**src/rtl/dct11_pkg.sv**
```systemverilog
package dct11_pkg;
  localparam int PLEN  = 11;
  localparam int HALF  = (PLEN - 1) / 2;
  localparam int ROOT  = 2;
  localparam int CNT_W = $clog2(PLEN);

  // modular reflection: slot i -> sample index
  function automatic int reflect_idx(input int i, input int p);
    int h;
    h = (p - 1) / 2;
    return (i <= h) ? (h - i) : (p + h - i);
  endfunction

  // root^e mod p
  function automatic int root_pow(input int e, input int g, input int p);
    int r;
    r = 1;
    for (int j = 0; j < e; j++) r = (r * g) % p;
    return r;
  endfunction

  function automatic logic signed [8:0] pair_add(input logic [7:0] a, input logic [7:0] b);
    return $signed({a[7], a}) + $signed({b[7], b});
  endfunction

  function automatic logic signed [8:0] pair_sub(input logic [7:0] a, input logic [7:0] b);
    return $signed({a[7], a}) - $signed({b[7], b});
  endfunction
endpackage

```
**src/rtl/dct11_sample_buf.sv**
```systemverilog
module dct11_sample_buf #(
  parameter int W  = 8,
  parameter int AW = 4,
  parameter int CENTER = 5
) (
  input  logic          clk,
  input  logic          rst_n,
  input  logic          wr_en,
  input  logic [AW-1:0] wr_addr,
  input  logic [W-1:0]  wr_data,
  input  logic [AW-1:0] rd_addr_a,
  input  logic [AW-1:0] rd_addr_b,
  output logic [W-1:0]  rd_data_a,
  output logic [W-1:0]  rd_data_b,
  output logic [W-1:0]  rd_center
);
  localparam int SLOTS = 2 ** AW;
  logic [W-1:0] mem [SLOTS];

  always_ff @(posedge clk or negedge rst_n) begin
    if (!rst_n) begin
      for (int i = 0; i < SLOTS; i++) mem[i] <= '0;
    end else if (wr_en) begin
      mem[wr_addr] <= wr_data;
    end
  end

  assign rd_data_a = mem[rd_addr_a];
  assign rd_data_b = mem[rd_addr_b];
  assign rd_center = mem[CENTER];
endmodule

```
**src/rtl/dct11_pair_addr.sv**
```systemverilog
module dct11_pair_addr
  import dct11_pkg::*;
#(
  parameter int P  = PLEN,
  parameter int G  = ROOT,
  parameter int AW = CNT_W
) (
  input  logic [AW-1:0] idx,
  output logic [AW-1:0] addr_a,
  output logic [AW-1:0] addr_b
);
  localparam int H = (P - 1) / 2;
  localparam int ENTRIES = 2 ** AW;
  logic [AW-1:0] tab_a [ENTRIES];
  logic [AW-1:0] tab_b [ENTRIES];

  // pair s: reordered positions g^(s+1) and its negative mod P
  for (genvar s = 0; s < ENTRIES; s++) begin : g_tab
    if (s < H) begin : g_used
      localparam int POS = root_pow(s + 1, G, P);
      assign tab_a[s] = AW'(reflect_idx(POS, P));
      assign tab_b[s] = AW'(reflect_idx(P - POS, P));
    end else begin : g_unused
      assign tab_a[s] = '0;
      assign tab_b[s] = '0;
    end
  end

  assign addr_a = tab_a[idx];
  assign addr_b = tab_b[idx];
endmodule

```
**src/rtl/dct11_pair_alu.sv**
```systemverilog
module dct11_pair_alu
  import dct11_pkg::*;
#(
  parameter int W    = 8,
  parameter int WDC  = 12
) (
  input  logic [W-1:0]         a,
  input  logic [W-1:0]         b,
  input  logic [W-1:0]         center,
  input  logic                 first,
  input  logic signed [WDC-1:0] acc_in,
  output logic signed [W:0]    sum,
  output logic signed [W:0]    diff,
  output logic signed [WDC-1:0] acc_out
);
  logic signed [WDC-1:0] base;

  assign sum  = pair_add(a, b);
  assign diff = pair_sub(a, b);
  assign base = first ? WDC'($signed(center)) : acc_in;
  assign acc_out = base + WDC'(sum);
endmodule

```
**src/rtl/dct11_preadd.sv**
```systemverilog
module dct11_preadd
  import dct11_pkg::*;
#(
  parameter int W_IN = 8
) (
  input  logic                    clk,
  input  logic                    rst_n,
  input  logic                    in_valid,
  output logic                    in_ready,
  input  logic [W_IN-1:0]         in_data,
  output logic                    done_o,
  output logic [HALF*(W_IN+1)-1:0] sum_o,
  output logic [HALF*(W_IN+1)-1:0] diff_o,
  output logic [W_IN+CNT_W-1:0]   dc_o
);
  localparam int WP  = W_IN + 1;
  localparam int WDC = W_IN + CNT_W;

  typedef enum logic {ST_FILL, ST_PAIR} st_e;
  st_e state;
  logic [CNT_W-1:0] cnt;
  logic done_q;
  logic signed [WP-1:0]  sum_q  [HALF];
  logic signed [WP-1:0]  diff_q [HALF];
  logic signed [WDC-1:0] dc_q;

  // named internal events
  logic beat_accept, beat_last, pair_step, pair_last;
  assign in_ready    = (state == ST_FILL);
  assign beat_accept = in_valid && in_ready;
  assign beat_last   = beat_accept && (cnt == CNT_W'(PLEN - 1));
  assign pair_step   = (state == ST_PAIR);
  assign pair_last   = pair_step && (cnt == CNT_W'(HALF - 1));

  logic [CNT_W-1:0] addr_a, addr_b;
  logic [W_IN-1:0]  smp_a, smp_b, smp_c;
  logic signed [WP-1:0]  p_sum, p_diff;
  logic signed [WDC-1:0] acc_nx;

  dct11_pair_addr #(.P(PLEN), .G(ROOT), .AW(CNT_W)) u_addr (
    .idx(cnt), .addr_a(addr_a), .addr_b(addr_b)
  );

  dct11_sample_buf #(.W(W_IN), .AW(CNT_W), .CENTER(HALF)) u_buf (
    .clk(clk), .rst_n(rst_n),
    .wr_en(beat_accept), .wr_addr(cnt), .wr_data(in_data),
    .rd_addr_a(addr_a), .rd_addr_b(addr_b),
    .rd_data_a(smp_a), .rd_data_b(smp_b), .rd_center(smp_c)
  );

  dct11_pair_alu #(.W(W_IN), .WDC(WDC)) u_alu (
    .a(smp_a), .b(smp_b), .center(smp_c), .first(cnt == '0),
    .acc_in(dc_q), .sum(p_sum), .diff(p_diff), .acc_out(acc_nx)
  );

  always_ff @(posedge clk or negedge rst_n) begin
    if (!rst_n) begin
      state  <= ST_FILL;
      cnt    <= '0;
      done_q <= 1'b0;
      dc_q   <= '0;
      for (int s = 0; s < HALF; s++) begin
        sum_q[s]  <= '0;
        diff_q[s] <= '0;
      end
    end else begin
      done_q <= pair_last;
      if (pair_step) begin
        sum_q[cnt]  <= p_sum;
        diff_q[cnt] <= p_diff;
        dc_q        <= acc_nx;
        if (pair_last) begin
          state <= ST_FILL;
          cnt   <= '0;
        end else begin
          cnt <= cnt + 1'b1;
        end
      end else if (beat_accept) begin
        if (beat_last) begin
          state <= ST_PAIR;
          cnt   <= '0;
        end else begin
          cnt <= cnt + 1'b1;
        end
      end
    end
  end

  for (genvar s = 0; s < HALF; s++) begin : g_out
    assign sum_o[s*WP +: WP]  = sum_q[s];
    assign diff_o[s*WP +: WP] = diff_q[s];
  end
  assign dc_o   = dc_q;
  assign done_o = done_q;
endmodule

```
**config.mk**
```make
export PLATFORM = sky130hd
export DESIGN_NAME = dct11_preadd
export DESIGN_NICKNAME = d
export VERILOG_FILES = /design/src/rtl/dct11_pkg.sv /design/src/rtl/dct11_sample_buf.sv /design/src/rtl/dct11_pair_addr.sv /design/src/rtl/dct11_pair_alu.sv /design/src/rtl/dct11_preadd.sv
export SDC_FILE = /design/constraint.sdc
export NUM_CORES = 1
export LEC_CHECK = 0
export BUFFER_PORTS_ARGS = -buffer_cell sky130_fd_sc_hd__buf_2
export CAP_MARGIN = 20
export CORE_ASPECT_RATIO = 0.75
export CORE_UTILIZATION = 40
export DETAILED_ROUTE_END_ITERATION = 16
export GPL_TIMING_DRIVEN = 0
export PLACE_DENSITY_LB_ADDON = 0.15
export SYNTH_ARGS = -nofsm -noshare
export SYNTH_HDL_FRONTEND = slang
export SYNTH_SLANG_ARGS = --single-unit
```
**constraint.sdc**
```tcl
create_clock -name clk -period 9.3 [get_ports clk]
set_clock_uncertainty 0.15 [all_clocks]
set_input_delay 1.86 -clock clk [delete_from_list [all_inputs] [get_ports clk]]
set_output_delay 1.86 -clock clk [all_outputs]
set_load 0.01 [all_outputs]
```
### Word-level counts from Yosys, hierarchy flattened

Memory sizes are Yosys's and may differ from the RTL's.
Index checks and enable logic that the tools add are counted.

* bitwise operators: 4
* equality and inequality tests: 2
* muxes and demuxes: 26
* add/subtract/negate cells: 4
* reduce and logical (&&, ||, !) cells: 7
* order comparisons: 5

Operators with widths (count)
* bitwise mux 128 bit: 1
* bitwise mux 45 bit: 2
* binary-select mux 8 bit (select 4 bit): 2
* two-way mux 8 bit: 5
* demux 8 bit (select 4 bit): 1
* two-way mux 4 bit: 8
* demux 9 bit (select 3 bit): 1
* >= comparator 5 bit, second input constant: 3
* NOT 4 -> 5 bit: 3
* adder 12 x 9 -> 12 bit: 1
* two-way mux 12 bit: 1
* adder 8 x 8 -> 9 bit: 1
* two-way mux 9 bit: 1
* subtractor 8 x 8 -> 9 bit: 1
* >= comparator 5 x 4 -> 1 bit, second input constant: 1
* logical AND 1 bit: 5
* less-than comparator 5 x 1 -> 1 bit, second input constant: 1
* adder 4 x 1 -> 4 bit, second input constant: 1
* equality test 4 x 3 -> 1 bit, second input constant: 1
* equality test 4 bit, second input constant: 1
* logical NOT 4 bit: 1
* two-way mux 1 bit: 4
* nonzero test 2 bit: 1
* NOT 1 bit: 1

* register bits after elaboration: 236
* memories: 2
* input bits: 11
* memory bits (read-only): 128
* output and inout port bits: 104

Memory list
* (no name shown): words 16, width 4, rd ports 1, clocked after Yosys merged registers in 0, wr ports 0, RTL line dct11_pair_addr.sv:29 `assign addr_a = tab_a[idx];`
* (no name shown): words 16, width 4, rd ports 1, clocked after Yosys merged registers in 0, wr ports 0, RTL line dct11_pair_addr.sv:30 `assign addr_b = tab_b[idx];`

### Longest topological paths before layout

* depth in word-level cells: 10
* mapped depth: 24
* depth with buffers taken out: 22

### Cells and area by module

Synthesis repeated with hierarchy kept, for this count alone.

* cell total of the unflattened synthesis: 902
* area, all modules: 12525.8 µm²

Modules (own cells, without submodules)
* dct11_sample_buf: area an instance 6801.5 µm², cells each 442, instances 1
* dct11_preadd: area an instance 4191.5 µm², cells each 255, instances 1
* dct11_pair_alu: area an instance 1471.4 µm², cells each 196, instances 1
* dct11_pair_addr: area an instance 61.3 µm², cells each 9, instances 1

### Worst setup path after synthesis

No wires, ideal clock.

* path type: register -> register
* start point: register cnt[1]
* end point: register dc_q[9] (netlist: dc_o[9])
* data required time: 9.014 ns
* cell stages (with the launch flop): 25
* data arrival time: 5.088 ns
* slack: 3.927 ns
* cells stage by stage: dfrtp_1 -> clkbuf_1 -> inv_1 -> ha_1 -> nor3_2 -> buf_4 -> buf_6 -> mux2i_1 -> mux4_2 -> a21oi_1 -> ha_1 -> inv_1 -> fa_1 -> nand2b_1 -> a21oi_1 -> a211oi_1 -> xnor2_1 -> inv_1 -> ha_1 -> a211oi_1 -> o211ai_1 -> and2_1 -> and4_1 -> a2111oi_0 -> nor3_1

* word-level cells in the longest chain between the ends: 10
* elaborated cells between the ends (all ways): 19
* those cells by class: add/sub (2); mux (11); bitwise (3); reduce/logical (1); memory (2)

RTL lines
* start: declaration: RTL line dct11_preadd.sv:21 `logic [CNT_W-1:0] cnt;`
* start signal: assignment: RTL line dct11_preadd.sv:76 `cnt <= cnt + 1'b1;`
* start signal: assignment: RTL line dct11_preadd.sv:83 `cnt <= cnt + 1'b1;`
* NOT 4 -> 5 bit (not written as such) *: RTL line dct11_pair_addr.sv:29, dct11_pair_addr.sv:30
* memory read (16 x 4 bit), on equally long branches
* two-way mux 4 bit, on equally long branches (2 in a row): RTL line dct11_pair_addr.sv:29, dct11_pair_addr.sv:30
* NOT 4 -> 5 bit, on equally long branches: RTL line dct11_sample_buf.sv:28, dct11_sample_buf.sv:29
* binary-select mux 8 bit (select 4 bit), on equally long branches: RTL line dct11_sample_buf.sv:28, dct11_sample_buf.sv:29
* two-way mux 8 bit, on equally long branches (2 in a row): RTL line dct11_sample_buf.sv:28, dct11_sample_buf.sv:29
* adder 8 x 8 -> 9 bit *: RTL line dct11_pkg.sv:23 `return $signed({a[7], a}) + $signed({b[7], b});`
* via p_sum[6]: RTL line dct11_preadd.sv:37 `logic signed [WP-1:0] p_sum, p_diff;`
* adder 12 x 9 -> 12 bit *: RTL line dct11_pair_alu.sv:21 `assign acc_out = base + WDC'(sum);`
* end signal: assignment: RTL line dct11_preadd.sv:71 `dc_q <= acc_nx;`
* end: declaration: RTL line dct11_preadd.sv:25 `logic signed [WDC-1:0] dc_q;`

The timed path passes the listed nets; every way through them passes the cells marked *. The select of a mux whose other input is x is not followed.
A chain may end at the register's enable or synchronous reset.

### Worst setup path in the final report

Same ends and word-level chain as after synthesis.

==> qor.txt <==
Postcts setup bufs = 0
CTS tree = yes
Wire per inst = 22.2 µm
Sink Count = 231
Number of global-route vias before repair = 9167
RSZ-0062 raised after global routing = no
Post-Syn Area = 12100 µm²
Std-Cell Core Area = 29400 µm²
Final min period = 6.90 ns
GRT Total Usage = 24.1%
Crit path launch type = flop
Total Negative Setup Slacks = 0 ns
Final Setup Violations = 0
Die height = 153 µm
Share of cells above drive strength 1 = 29.0%
Post-cts sizing count = 0
# diodes = 0
Worst min path class = flop to flop
Area growth syn-to-layout = 15.8%
CTS max path bufs = 3
Routed Antenna Nets = 0
Grt total ovfl = 0
Width of the die = 203 µm
CTS clk-pin slew, worst paths = 0.06 ns
First-pass GRT wire length = 57100 µm
Port bufs = 114
Syn avg cell area = 11.1 µm²
Reg2reg end = dc_o[9]$_DFFE_PN0P_
Asr flop ratio synth = 100%
Initial antenna violation count = 0
DR iter-0 viols = 645
Largest net degree at the start of global routing = 110
Cells after Synth = 1090
Worst skew pair latency = 0.54 ns
H-tree Lvls = 1
Worst R2R Path Depth = 24
Rows = 54
Rel. slew slack = 20.6%
Post-synthesis sequential area ratio = 47.7%
Most frequent cells in the layout = dfrtp_1, nand2_1, mux2_2
Yosys reg bits = 231
Vias = 9087
Root buf cell = clkbuf_16
Routed vias/inst = 5.53
Max cap viols = 0
Layout Nets = 1277
CTS Hold Bufs = 0
DIE AREA = 31000 µm²
Fin crit share = 74.2%
Hold Path Cell Cnt = 2
Status = finished, final reports clean
Worst-margin pin slew = 1.19 ns
RD Place Congestion = 0.838
Crit Path Class = flop to flop
Pins Over Slew Limit = 0
Final Hold Violating Endpoints = 0
Ys flop type = dfrtp_1
Synth Warn # = 0
# IOs = 115
Most common cell after layout, fill and taps aside = dfrtp_1
Mapped Nets = 1133
Fmax = 145 MHz
Starting Density = 41.2%
Worst Setup End Kind = flop
Crit Path Max Fanout = 10
Distinct cells, synth = 56
Number of synthesized flops with an enable pin = 0
Worst hold endpoint = diff_o[5]$_DFFE_PN0P_
Fin worst setup slack = 2.40 ns
Pre-CTS setup slack = 2.53 ns
Hold Path Origin = diff_o[5]$_DFFE_PN0P_
Worst path arrival time = 7.15 ns
Post-DP HPWL = 26500 µm
R2r startpoint = cnt[1]$_DFFE_PN0P_
DRT Wirelength = 36400 µm
DR DRC count = 0
Router iterations before antenna repair = 5
Num CTS Buffers = 25
R2r setup slk = 2.40 ns
Critical Path RT = 9.55 ns
flip-flops by register name, summed over array words and instances, names as in the netlist:
register / cells
pair_step: 1
u_buf.mem: 120
u_buf.rd_center: 8
diff_o: 42
done_o: 1
cnt: 4
sum_o: 43
dc_o: 12
how the worst max path moves through the flow:
stage / slack (ns) / end / depth (start not counted) / from
after floorplan: 3.93 / dc_o[9]$_DFFE_PN0P_ / 24 / cnt[1]$_DFFE_PN0P_
after global placement: 1.92 / sum_o[19]$_DFFE_PN0P_ / 1 / rst_n
after detailed placement: 2.53 / dc_o[9]$_DFFE_PN0P_ / 24 / cnt[1]$_DFFE_PN0P_
after CTS: 2.50 / dc_o[9]$_DFFE_PN0P_ / 24 / cnt[1]$_DFFE_PN0P_
after global routing: 1.94 / dc_o[9]$_DFFE_PN0P_ / 21 / cnt[1]$_DFFE_PN0P_
final: 2.40 / dc_o[9]$_DFFE_PN0P_ / 24 / cnt[1]$_DFFE_PN0P_
metrics by stage:
stage	cell area, µm²	std cells	hold WS [ns]	utilization, %
2_1_floorplan	12100	1090	0.325	-
3_3_place_gp	13200	1596	0.307	44.8
3_5_place_dp	13200	1598	0.315	45.0
4_1_cts	14000	1643	0.330	47.7
5_1_grt	14000	1644	0.343	47.7
6_report	14000	1644	0.322	47.7
kinds of logic (layout without fill, tap and decap cells):
group,Yosys count,count (layout),synth area share [%]
and+or+nand+nor,290,290,10.9
muxes,240,240,23.6
DFF,231,231,47.7
AOI/OAI and AO/OA,186,186,9.17
buffers and inverters,94,256,3.72
adders and majority gates,34,34,3.66
xor gates and xnor gates,15,15,1.20
metal layers:
metal / track usage, % / share of wire (%) / vias up
li1: - / - / 4176
met1: 37.3 / 50 / 4616
met2: 34.3 / 42 / 249
met3: 5.30 / 6.3 / 46
met4: 5.12 / 1.7 / 0
met5: 0 / 0 / -
cell type report:
class                           instances  area (µm²)
Tap cell                              392         490
Clock buffer                           31         668
Clock inverter                         14         111
Buffer                                 69         357
Inverter                               25        93.8
Fill cell                            2763       15400
Multi-Input combinational cell        765        5880
Sequential cell                       231        5780
Timing Repair Buffer                  117         647
synth_stat cells, drive strengths merged (3+ instances only):
master | count | share of area [%]
xnor2 | 11 | 0.80
inv | 25 | 0.78
a31oi | 14 | 0.72
mux4 | 22 | 4.1
nor3 | 16 | 0.87
nor2 | 53 | 1.6
o21ai | 81 | 3.4
dfrtp | 231 | 48
mux2 | 141 | 13
buf | 27 | 1.6
ha | 29 | 3.0
o211ai | 7 | 0.43
mux2i | 77 | 6.4
o21bai | 7 | 0.43
a21oi | 35 | 1.4
fa | 3 | 0.50
nand3 | 15 | 0.62
nor3b | 7 | 0.53
clkbuf | 42 | 1.3
nand2b | 9 | 0.47
nor2b | 4 | 0.21
o311ai | 3 | 0.22
xor2 | 3 | 0.22
o22ai | 7 | 0.36
a21o | 7 | 0.43
nand2 | 151 | 4.7
nand4 | 7 | 0.36
a211oi | 12 | 0.74
or2 | 3 | 0.16
and2 | 11 | 0.57
a22oi | 3 | 0.19
or3 | 5 | 0.26
critical path: stages (launching register included):
cell and delay, ns:
dfrtp_1 0.39, clkbuf_1 0.34, inv_1 0.24, ha_1 0.26, nor3_2 0.10, buf_4 0.26
buf_6 0.26, mux2i_1 0.13, mux4_2 0.49, a21oi_1 0.26, ha_1 0.23, inv_1 0.06
fa_1 0.40, nand2b_1 0.21, a21oi_1 0.31, a211oi_1 0.11, xnor2_1 0.67, inv_1 0.10
ha_1 0.40, a211oi_1 0.32, o211ai_1 0.16, and2_1 0.21, and4_1 0.20, a2111oi_0 0.38
nor3_1 0.09
Power is left out: the tool's default activity adds up to more than one toggle a clock period on the data nets, which glitch-free logic cannot reach.
